$ cat src/rtl/osd_pkg.sv
package osd_pkg;
  typedef struct packed {
    logic adv;      // raster steps this cycle
    logic inWin;    // position inside layer window
    logic useHigh;  // take upper half of word
    logic sof;
    logic eol;
    logic xLsb;
    logic yLsb;
  } osd_strobe_t;
endpackage

$ cat src/rtl/osd_raster_ctrl.sv
module osd_raster_ctrl
  import osd_pkg::*;
#(
  parameter int COORD_W = 12
) (
  input  logic        clk,
  input  logic        rst_n,
  input  logic [31:0] workSize,
  input  logic [31:0] layerSize,
  input  logic [31:0] layerPos,
  input  logic        pixInValid,
  output logic        pixInReady,
  output osd_strobe_t strb
);
  localparam int SUM_W = COORD_W + 1;

  logic [COORD_W-1:0] xPos, yPos;
  logic               phase;
  logic [COORD_W-1:0] workW, workH;
  logic [SUM_W-1:0]   winX0, winX1, winY0, winY1, xExt, yExt;
  logic               inWin, lastCol, xLast, yLast, adv;

  assign workW = workSize[COORD_W-1:0];
  assign workH = workSize[16 +: COORD_W];
  assign winX0 = {1'b0, layerPos[COORD_W-1:0]};
  assign winY0 = {1'b0, layerPos[16 +: COORD_W]};
  assign winX1 = winX0 + {1'b0, layerSize[COORD_W-1:0]};
  assign winY1 = winY0 + {1'b0, layerSize[16 +: COORD_W]};
  assign xExt  = {1'b0, xPos};
  assign yExt  = {1'b0, yPos};

  assign inWin   = (xExt >= winX0) && (xExt < winX1) && (yExt >= winY0) && (yExt < winY1);
  assign lastCol = (xExt == (winX1 - SUM_W'(1)));
  assign xLast   = (xPos == (workW - COORD_W'(1)));
  assign yLast   = (yPos == (workH - COORD_W'(1)));
  assign adv     = !(inWin && !pixInValid);

  assign pixInReady = inWin && (phase || lastCol);

  always_comb begin
    strb.adv     = adv;
    strb.inWin   = inWin;
    strb.useHigh = phase;
    strb.sof     = (xPos == '0) && (yPos == '0);
    strb.eol     = xLast;
    strb.xLsb    = xPos[0];
    strb.yLsb    = yPos[0];
  end

  always_ff @(posedge clk or negedge rst_n) begin
    if (!rst_n) begin
      xPos  <= '0;
      yPos  <= '0;
      phase <= 1'b0;
    end else if (adv) begin
      phase <= inWin && !lastCol && !phase;
      if (xLast) begin
        xPos <= '0;
        yPos <= yLast ? '0 : yPos + COORD_W'(1);
      end else begin
        xPos <= xPos + COORD_W'(1);
      end
    end
  end


  stall_hold_chk: assert property (@(posedge clk) disable iff (!rst_n)
    (inWin && !pixInValid) |=> ($stable(xPos) && $stable(yPos) && $stable(phase)));


  pop_restart_chk: assert property (@(posedge clk) disable iff (!rst_n)
    (pixInValid && pixInReady) |=> !phase);


  x_range_chk: assert property (@(posedge clk) disable iff (!rst_n)
    $stable(workSize) |-> (xPos < workW));
endmodule

$ cat src/rtl/osd_pixel_path.sv
module osd_pixel_path
  import osd_pkg::*;
#(
  parameter int CH_W = 8
) (
  input  logic              clk,
  input  logic              rst_n,
  input  osd_strobe_t       strb,
  input  logic [31:0]       pixIn,
  input  logic [1:0]        byteOrder,
  input  logic              ckEn,
  input  logic [15:0]       ckValue,
  input  logic [31:0]       bgColor,
  input  logic [CH_W-1:0]   alpha,
  input  logic              ditherEn,
  output logic              outValid,
  output logic [3*CH_W-1:0] outRgb,
  output logic              outSof,
  output logic              outEol
);
  localparam int RGB_W  = 3 * CH_W;
  localparam int PROD_W = 2 * CH_W;
  localparam logic [CH_W-1:0] FULL = '1;

  logic [31:0]      ordWord;
  logic [15:0]      pix;
  logic [RGB_W-1:0] layerWide;
  logic             keyHit;

  always_comb begin
    case (byteOrder)
      2'd1:    ordWord = {pixIn[7:0],   pixIn[15:8],  pixIn[23:16], pixIn[31:24]};
      2'd2:    ordWord = {pixIn[23:16], pixIn[31:24], pixIn[7:0],   pixIn[15:8]};
      2'd3:    ordWord = {pixIn[15:8],  pixIn[7:0],   pixIn[31:24], pixIn[23:16]};
      default: ordWord = pixIn;
    endcase
  end

  assign pix       = strb.useHigh ? ordWord[31:16] : ordWord[15:0];
  assign layerWide = {pix[15:11], pix[15:13], pix[10:5], pix[10:9], pix[4:0], pix[4:2]};
  assign keyHit    = ckEn && (pix == ckValue);

  logic             s1Valid, s1Sof, s1Eol, s1UseLayer, s1Xl, s1Yl;
  logic [RGB_W-1:0] s1Layer;

  always_ff @(posedge clk or negedge rst_n) begin
    if (!rst_n) begin
      s1Valid    <= 1'b0;
      s1Sof      <= 1'b0;
      s1Eol      <= 1'b0;
      s1UseLayer <= 1'b0;
      s1Xl       <= 1'b0;
      s1Yl       <= 1'b0;
      s1Layer    <= '0;
    end else begin
      s1Valid    <= strb.adv;
      s1Sof      <= strb.adv && strb.sof;
      s1Eol      <= strb.adv && strb.eol;
      s1UseLayer <= strb.inWin && !keyHit;
      s1Xl       <= strb.xLsb;
      s1Yl       <= strb.yLsb;
      s1Layer    <= layerWide;
    end
  end

  logic [1:0]       thr;
  logic [RGB_W-1:0] mixRgb;
  assign thr = {s1Xl ^ s1Yl, s1Yl};

  for (genvar ch = 0; ch < 3; ch++) begin : g_chan
    logic [CH_W-1:0]   lay, bg, chosen, sat, blended;
    logic [PROD_W-1:0] mix;
    logic [CH_W:0]     dsum;
    assign lay = s1Layer[ch*CH_W +: CH_W];
    assign bg  = bgColor[ch*CH_W +: CH_W];
    assign mix = PROD_W'(alpha) * PROD_W'(lay)
               + PROD_W'(FULL - alpha) * PROD_W'(bg)
               + PROD_W'(1 << (CH_W - 1));
    assign blended = (alpha == FULL) ? lay : mix[PROD_W-1:CH_W];
    assign chosen  = s1UseLayer ? blended : bg;
    assign dsum    = {1'b0, chosen} + (CH_W+1)'(thr);
    assign sat     = dsum[CH_W] ? FULL : dsum[CH_W-1:0];
    assign mixRgb[ch*CH_W +: CH_W] = ditherEn ? {sat[CH_W-1:2], 2'b00} : chosen;
  end

  always_ff @(posedge clk or negedge rst_n) begin
    if (!rst_n) begin
      outValid <= 1'b0;
      outSof   <= 1'b0;
      outEol   <= 1'b0;
      outRgb   <= '0;
    end else begin
      outValid <= s1Valid;
      outSof   <= s1Sof;
      outEol   <= s1Eol;
      outRgb   <= mixRgb;
    end
  end


  latency_chk: assert property (@(posedge clk) disable iff (!rst_n)
    strb.adv |-> ##2 outValid);


  sof_valid_chk: assert property (@(posedge clk) disable iff (!rst_n)
    (outSof || outEol) |-> outValid);


  full_alpha_chk: assert property (@(posedge clk) disable iff (!rst_n)
    (s1Valid && s1UseLayer && alpha == FULL && !ditherEn && $stable(alpha) && $stable(ditherEn))
      |=> (outRgb == $past(s1Layer)));
endmodule

$ cat src/rtl/osd_compositor.sv
module osd_compositor
  import osd_pkg::*;
#(
  parameter int COORD_W = 12,
  parameter int CH_W    = 8
) (
  input  logic              clk,
  input  logic              rst_n,
  input  logic [31:0]       bgColor,
  input  logic [CH_W-1:0]   alpha,
  input  logic              ckEn,
  input  logic [15:0]       ckValue,
  input  logic [1:0]        byteOrder,
  input  logic              ditherEn,
  input  logic [31:0]       workSize,
  input  logic [31:0]       layerSize,
  input  logic [31:0]       layerPos,
  input  logic [31:0]       pixIn,
  input  logic              pixInValid,
  output logic              pixInReady,
  output logic              outValid,
  output logic [3*CH_W-1:0] outRgb,
  output logic              outSof,
  output logic              outEol
);
  osd_strobe_t strb;

  osd_raster_ctrl #(.COORD_W(COORD_W)) u_ctrl (
    .clk(clk), .rst_n(rst_n), .workSize(workSize), .layerSize(layerSize),
    .layerPos(layerPos), .pixInValid(pixInValid), .pixInReady(pixInReady), .strb(strb)
  );

  osd_pixel_path #(.CH_W(CH_W)) u_path (
    .clk(clk), .rst_n(rst_n), .strb(strb), .pixIn(pixIn), .byteOrder(byteOrder),
    .ckEn(ckEn), .ckValue(ckValue), .bgColor(bgColor), .alpha(alpha),
    .ditherEn(ditherEn), .outValid(outValid), .outRgb(outRgb),
    .outSof(outSof), .outEol(outEol)
  );


  reset_quiet_chk: assert property (@(posedge clk)
    !rst_n |=> (!outValid || $past(rst_n)));
endmodule

$ cat config.mk
export PLATFORM = sky130hd
export DESIGN_NAME = osd_compositor
export DESIGN_NICKNAME = d
export VERILOG_FILES = /design/src/rtl/osd_pkg.sv /design/src/rtl/osd_raster_ctrl.sv /design/src/rtl/osd_pixel_path.sv /design/src/rtl/osd_compositor.sv
export SDC_FILE = /design/constraint.sdc
export NUM_CORES = 1
export LEC_CHECK = 0
export CORE_MARGIN = 4
export CORE_UTILIZATION = 50
export CTS_CLUSTER_SIZE = 14
export DETAILED_ROUTE_END_ITERATION = 8
export DONT_BUFFER_PORTS = 1
export PLACE_DENSITY_LB_ADDON = 0.3
export SYNTH_ARGS = -nofsm -noshare
export SYNTH_HDL_FRONTEND = slang
export SYNTH_SLANG_ARGS = --single-unit
$ cat constraint.sdc
create_clock -name clk -period 21.6 [get_ports clk]
set_clock_uncertainty 0.15 [all_clocks]
set_input_delay 1.08 -clock clk [delete_from_list [all_inputs] [get_ports clk]]
set_output_delay 1.08 -clock clk [all_outputs]
set_load 0.01 [all_outputs]
; Yosys cells after proc, flatten, opt, wreduce, memory -nomap -nowiden
; Cells that the tools add are included.
[classes]
add_sub_neg = 17
multipliers = 6
n_lt_le_gt_ge = 4
eq_ne = 8
n_mux = 16
n_bitwise = 2
n_reduce_logical = 21
[op_table]
columns = op, count
row1 = $mux 8, 12
row2 = $pmux 32 s3, 1
row3 = $add 16x16->16, 3
row4 = $add 16x8->16 const B, 3
row5 = $mul 16x8->16, 3
row6 = $mul 8x8->16, 3
row7 = $add 8x2->9, 3
row8 = $add 12x12->13, 2
row9 = $lt 12x13->1, 2
row10 = $add 12x1->12 const B, 2
row11 = $eq 12x12->1, 2
row12 = $ge 12x12->1, 2
row13 = $logic_not 12->1, 2
row14 = $mux 12, 2
row15 = $sub 12x1->12 const B, 2
row16 = $eq 16x16->1, 1
row17 = $mux 16, 1
row18 = $eq 12x13->1, 1
row19 = $sub 13x1->13 const B, 1
row20 = $logic_and 1x1->1, 12
row21 = $sub 8x8->9 const A, 1
row22 = $eq 8x8->1 const B, 1
row23 = $logic_not 1->1, 5
row24 = $eq 2x2->1 const B, 2
row25 = other kinds (5), 5
[word_totals]
register_bits = 82
output_inout_bits = 28

; Longest topological paths before layout
[logic_depth]
word_depth = 9
depth_mapped = 30
depth_no_buf = 29

; By module
; Synthesis repeated with hierarchy kept, for this count alone.
[unflattened]
hier_cells = 2387
area_unflattened_um2 = 20957.6
[by_module_without_submodules]
columns = module, n_inst, cells_per_inst, area_each_um2, seq_area_each_um2
row1 = osd_pixel_path, 1, 1739, 15970.3, 1226.2
row2 = osd_raster_ctrl, 1, 648, 4987.3, 625.6

; Worst setup path after synthesis
; No wires, ideal clock.
[synth_timing]
path_type = in2reg
start = in alpha[5]
end = reg u_path.outRgb[14]
t_arrival_ps = 7373
required_ps = 21371
slack_ps = 13998
stages = 27
path_buffers = 1
cell_sequence = clkbuf_1 > and2_1 > inv_1 > fa_1 > fa_1 > inv_1 > fa_1 > fa_1 > fa_1 > inv_1 > fa_1 > inv_1 > ha_1 > and3_1 > a221oi_1 > nor2b_1 > nor2_1 > xnor2_1 > nand2_1 > a31oi_1 > ha_1 > and3_1 > o21ai_0 > or2_2 > nor3_1 > and2_1 > mux2i_1
[synth_via]
elab_chain_cells = 9
word_cells_on_any_way = 11
classes_between = add/sub (4) / mul (2) / eq/ne (1) / mux (4)
[synth_rtl]
columns = element, line_no
row1 = from (decl), osd_compositor.sv:10  ; input logic [CH_W-1:0] alpha,
row2 = $sub 8x8->9, osd_pixel_path.sv:77  ; + PROD_W'(FULL - alpha) * PROD_W'(bg)
row3 = $mul 16x8->16, osd_pixel_path.sv:77
row4 = $add 16x16->16, osd_pixel_path.sv:77
row5 = $add 16x8->16, osd_pixel_path.sv:78  ; + PROD_W'(1 << (CH_W - 1));
row6 = $mux 8 (*), osd_pixel_path.sv:79  ; assign blended = (alpha == FULL) ? lay : mix[PROD_W-1:CH_W];
row7 = $mux 8 (*), osd_pixel_path.sv:80  ; assign chosen = s1UseLayer ? blended : bg;
row8 = $add 8x2->9, osd_pixel_path.sv:81  ; assign dsum = {1'b0, chosen} + (CH_W+1)'(thr);
row9 = $mux 8, osd_pixel_path.sv:82  ; assign sat = dsum[CH_W] ? FULL : dsum[CH_W-1:0];
row10 = $mux 8 (*), osd_pixel_path.sv:83  ; assign mixRgb[ch*CH_W +: CH_W] = ditherEn ? {sat[CH_W-1:2], 2'b00} : chosen;
row11 = via u_path.mixRgb[14], osd_pixel_path.sv:67  ; logic [RGB_W-1:0] mixRgb;
row12 = to (signal assigned), osd_pixel_path.sv:96  ; outRgb <= mixRgb;
row13 = to (decl), osd_pixel_path.sv:17  ; output logic [3*CH_W-1:0] outRgb,
; Mark *: on every way through the listed nets, which the timed path passes. The rest lies on a longest branch.
; A chain may end at the register's enable or synchronous reset.

; Worst setup path in the final report
[layout_timing]
start = in alpha[5]
end = reg u_path.outRgb[19]
; Same word-level chain as after synthesis.

==> results.txt <==
Min-delay src - u_path.s1Sof
EDFF count, synth - 0
Synth unique cells - 92
Final Hold Fails - 0
Post-CTS resize count - 0
Area Growth Syn to Fin - 3.36%
Slew @ Worst Pin - 0.759 ns
RSZ-0062 raised after global routing - no
Syn avg cell area - 8.90 um2
Hold WC Path Type - reg -> reg
Critical path arrival - 7.97 ns
Min Tclk post-route - 7.91 ns
Pin count of the biggest net entering global routing - 75
# Max-Cap Violations - 0
Static leakage - 10.7 nW
Die height - 211 um
Final Setup Violations - 0
Placed cells - 2779
Rows - 74
Most frequent cells in the layout - inv_1, fa_1, ha_1, nor2b_1, nand2_1
Vias post-DR - 15500
Netlist Area Pre-Place - 20600 um2
Reg2reg start - u_path.s1Layer[18]
Cell taking the most area after synthesis - fa_1
Fin Setup TNS - 0 ns
Final WL - 51700 um
Flops & latches, synth - 74
Die Wd - 211 um
Dominant synthesized flop cell - dfrtp_1
CP dominant cell by count - fa_1
Fraction of layout cells with a size suffix above 1 - 4.68%
Post-DR vias/cell - 5.53
Worst path max stage delay - 0.54 ns
Async SR Flop Fraction - 100%
Crit end category - flip-flop
TritonRoute pass-1 iters - 5
Final slew viol count - 0
Htree depth - 3
Peak supply drop - 0.164 mV
CTS max path bufs - 2
Gr usage total - 23.9%
Worst-Skew Late Latency - 0.35 ns
CTS sink count - 74
Part of the cycle the worst path needs - 36.6%
Cts bufs inserted - 9
DRT antenna net count - 0
Crit path required time - 21.66 ns
Hold depth - 0
Seq/Total Area, Yosys - 8.99%
Most common cell after layout, fill and taps aside - inv_1
Postcts setup bufs - 0
Initial antenna violation count - 0
Slew margin rel. - 49.4%
Area of the core - 40700 um2
Layout Cells excl Fill - 2796
Synth top area share - 27.9%
Fillers - 3739
FF+latch area - 1850 um2
R2R Setup Slk - 13.80 ns
Achievable Freq - 0.126 GHz
Initial DRC Count - 758
Starting Density - 50.6%
Setup CP Type - in -> reg
CP max FO - 41
Post-Syn Nets - 3066
Global route overflow - 0
Top post-synthesis cells by area - fa_1, ha_1, inv_1
PortBufs - 0
Status - complete, no violations
Hold Buf Count CTS - 0
Reg2reg end - u_path.outRgb[19]
Detailed placement HPWL - 42800 um
YS warnings - 0
RePlAce Congestion - 0.911
DIE AREA - 44500 um2
Ports - 219
Element type at the critical path start - input port
CTS tree - yes
First-pass GRT wire length - 86100 um
CP max-delay cell - fa_1
Clock slew at reported path FFs - 0.06 ns
Mapped Cells - 2315
Layout Nets - 3009
Remaining DRCs - 0
FF-to-FF path depth - 25
Area occupied by multi-input gates - 16500 um2
PwrDens - 170 nW/um2
Post-DR wirelength/cell - 18.5 um
Vias in the first global route - 16600
Worst Hold Path EP - u_path.outSof
Clock Tree Root - clkbuf_16
-- where the power goes --
group | total, mW | switching (mW) | leakage, nW | internal (mW)
sequential | 0.268 | 0.0852 | 0.870 | 0.183
combinational | 3.20 | 1.79 | 9.74 | 1.41
clock | 0.145 | 0.0652 | 0.135 | 0.0797
-- critical path, delay by kind of cell --
family                     cells  cell delay [ns]
adders and majority gates      8             3.60
AOI/OAI and AO/OA              5             1.53
and+or+nand+nor                6             1.26
buffers and inverters          5             0.30
xor gates and xnor gates       1             0.18
-- synth_stat cells (all sizes together), types with 5 or more instances --
| library cell | n |
|---|---|
| mux2 | 30 |
| a211oi | 17 |
| mux2i | 15 |
| or4 | 5 |
| o21bai | 7 |
| o21ai | 47 |
| fa | 287 |
| nand3 | 33 |
| a21o | 29 |
| o21a | 10 |
| dfrtp | 74 |
| and2 | 86 |
| nand4 | 12 |
| ha | 273 |
| nor2b | 133 |
| nand2b | 88 |
| a22o | 14 |
| buf | 10 |
| o211ai | 19 |
| inv | 524 |
| a31oi | 17 |
| nor4 | 8 |
| nor2 | 87 |
| a21oi | 49 |
| and3 | 23 |
| nor3 | 25 |
| o31ai | 7 |
| or3 | 9 |
| a2111oi | 7 |
| xnor2 | 64 |
| nor4b | 5 |
| clkbuf | 61 |
| xor2 | 33 |
| or2 | 7 |
| nand2 | 118 |
| o22ai | 5 |
| mux4 | 16 |
-- sequential cells by signal, summed over array words and instances, names as in the netlist --
name / count
u_path.outSof: 1
u_path.s1Valid: 1
u_path.s1Xl: 1
u_path.s1Yl: 1
u_ctrl.phase: 1
u_path.s1Layer: 16
u_path.outEol: 1
u_path.outValid: 1
u_ctrl.xPos: 12
u_path.s1Sof: 1
u_ctrl.yPos: 12
u_path.s1UseLayer: 1
u_path.s1Eol: 1
u_path.outRgb: 24
-- metrics by stage --
step	worst slack (ns)	instance area, um2	hold WS [ns]	utilization, %	total power, mW
detailed placement	13.45	21000	0.187	51.6	3.44
finish	13.69	21300	0.198	52.3	3.61
global route	13.26	21300	0.222	52.3	4.11
CTS	13.80	21300	0.198	52.3	3.62
floorplan	14.00	20600	0.181	-	2.74
global placement	13.51	21000	0.185	51.6	3.36
-- cells by family (layout without fill, tap and decap cells) --
logic type                 Yosys count  after routing  synth area share (%)
xor gates and xnor gates            97             97                  4.25
other                                0              1                     0
and+or+nand+nor                    652            652                  17.5
adders and majority gates          560            560                  44.5
buffers and inverters              595            543                  10.9
DFF                                 74             74                  8.99
AOI/OAI and AO/OA                  276            276                  9.72
muxes                               61             61                  4.12
-- layer usage --
metal	part of all wire, %	track usage [%]	vias to the layer above	wire length (um)
li1	-	-	7252	-
met1	42	31.0	7717	21700
met2	49	40.5	406	25200
met3	6.6	5.08	80	3410
met4	2.7	6.86	0	1420
met5	0	0	-	0
-- worst max path at each step --
| stage | startpoint | endpoint | depth (start not counted) |
|---|---|---|---|
| 2_1_floorplan | alpha[5] | u_path.outRgb[14] | 27 |
| 3_3_place_gp | alpha[5] | u_path.outRgb[19] | 25 |
| 3_5_place_dp | bgColor[11] | u_path.outRgb[14] | 27 |
| 4_1_cts | alpha[5] | u_path.outRgb[18] | 25 |
| 5_1_grt | bgColor[11] | u_path.outRgb[14] | 27 |
| 6_report | alpha[5] | u_path.outRgb[19] | 25 |
-- area by class of cell --
class | instances | area share, %
Antenna cell | 1 | 0.0118
Sequential cell | 74 | 8.70
Inverter | 524 | 9.24
Clock inverter | 7 | 0.288
Multi-Input combinational cell | 1646 | 77.5
Timing Repair Buffer | 3 | 0.106
Tap cell | 532 | 3.13
Clock buffer | 9 | 1.06
Power figures use the tool's default switching activity.
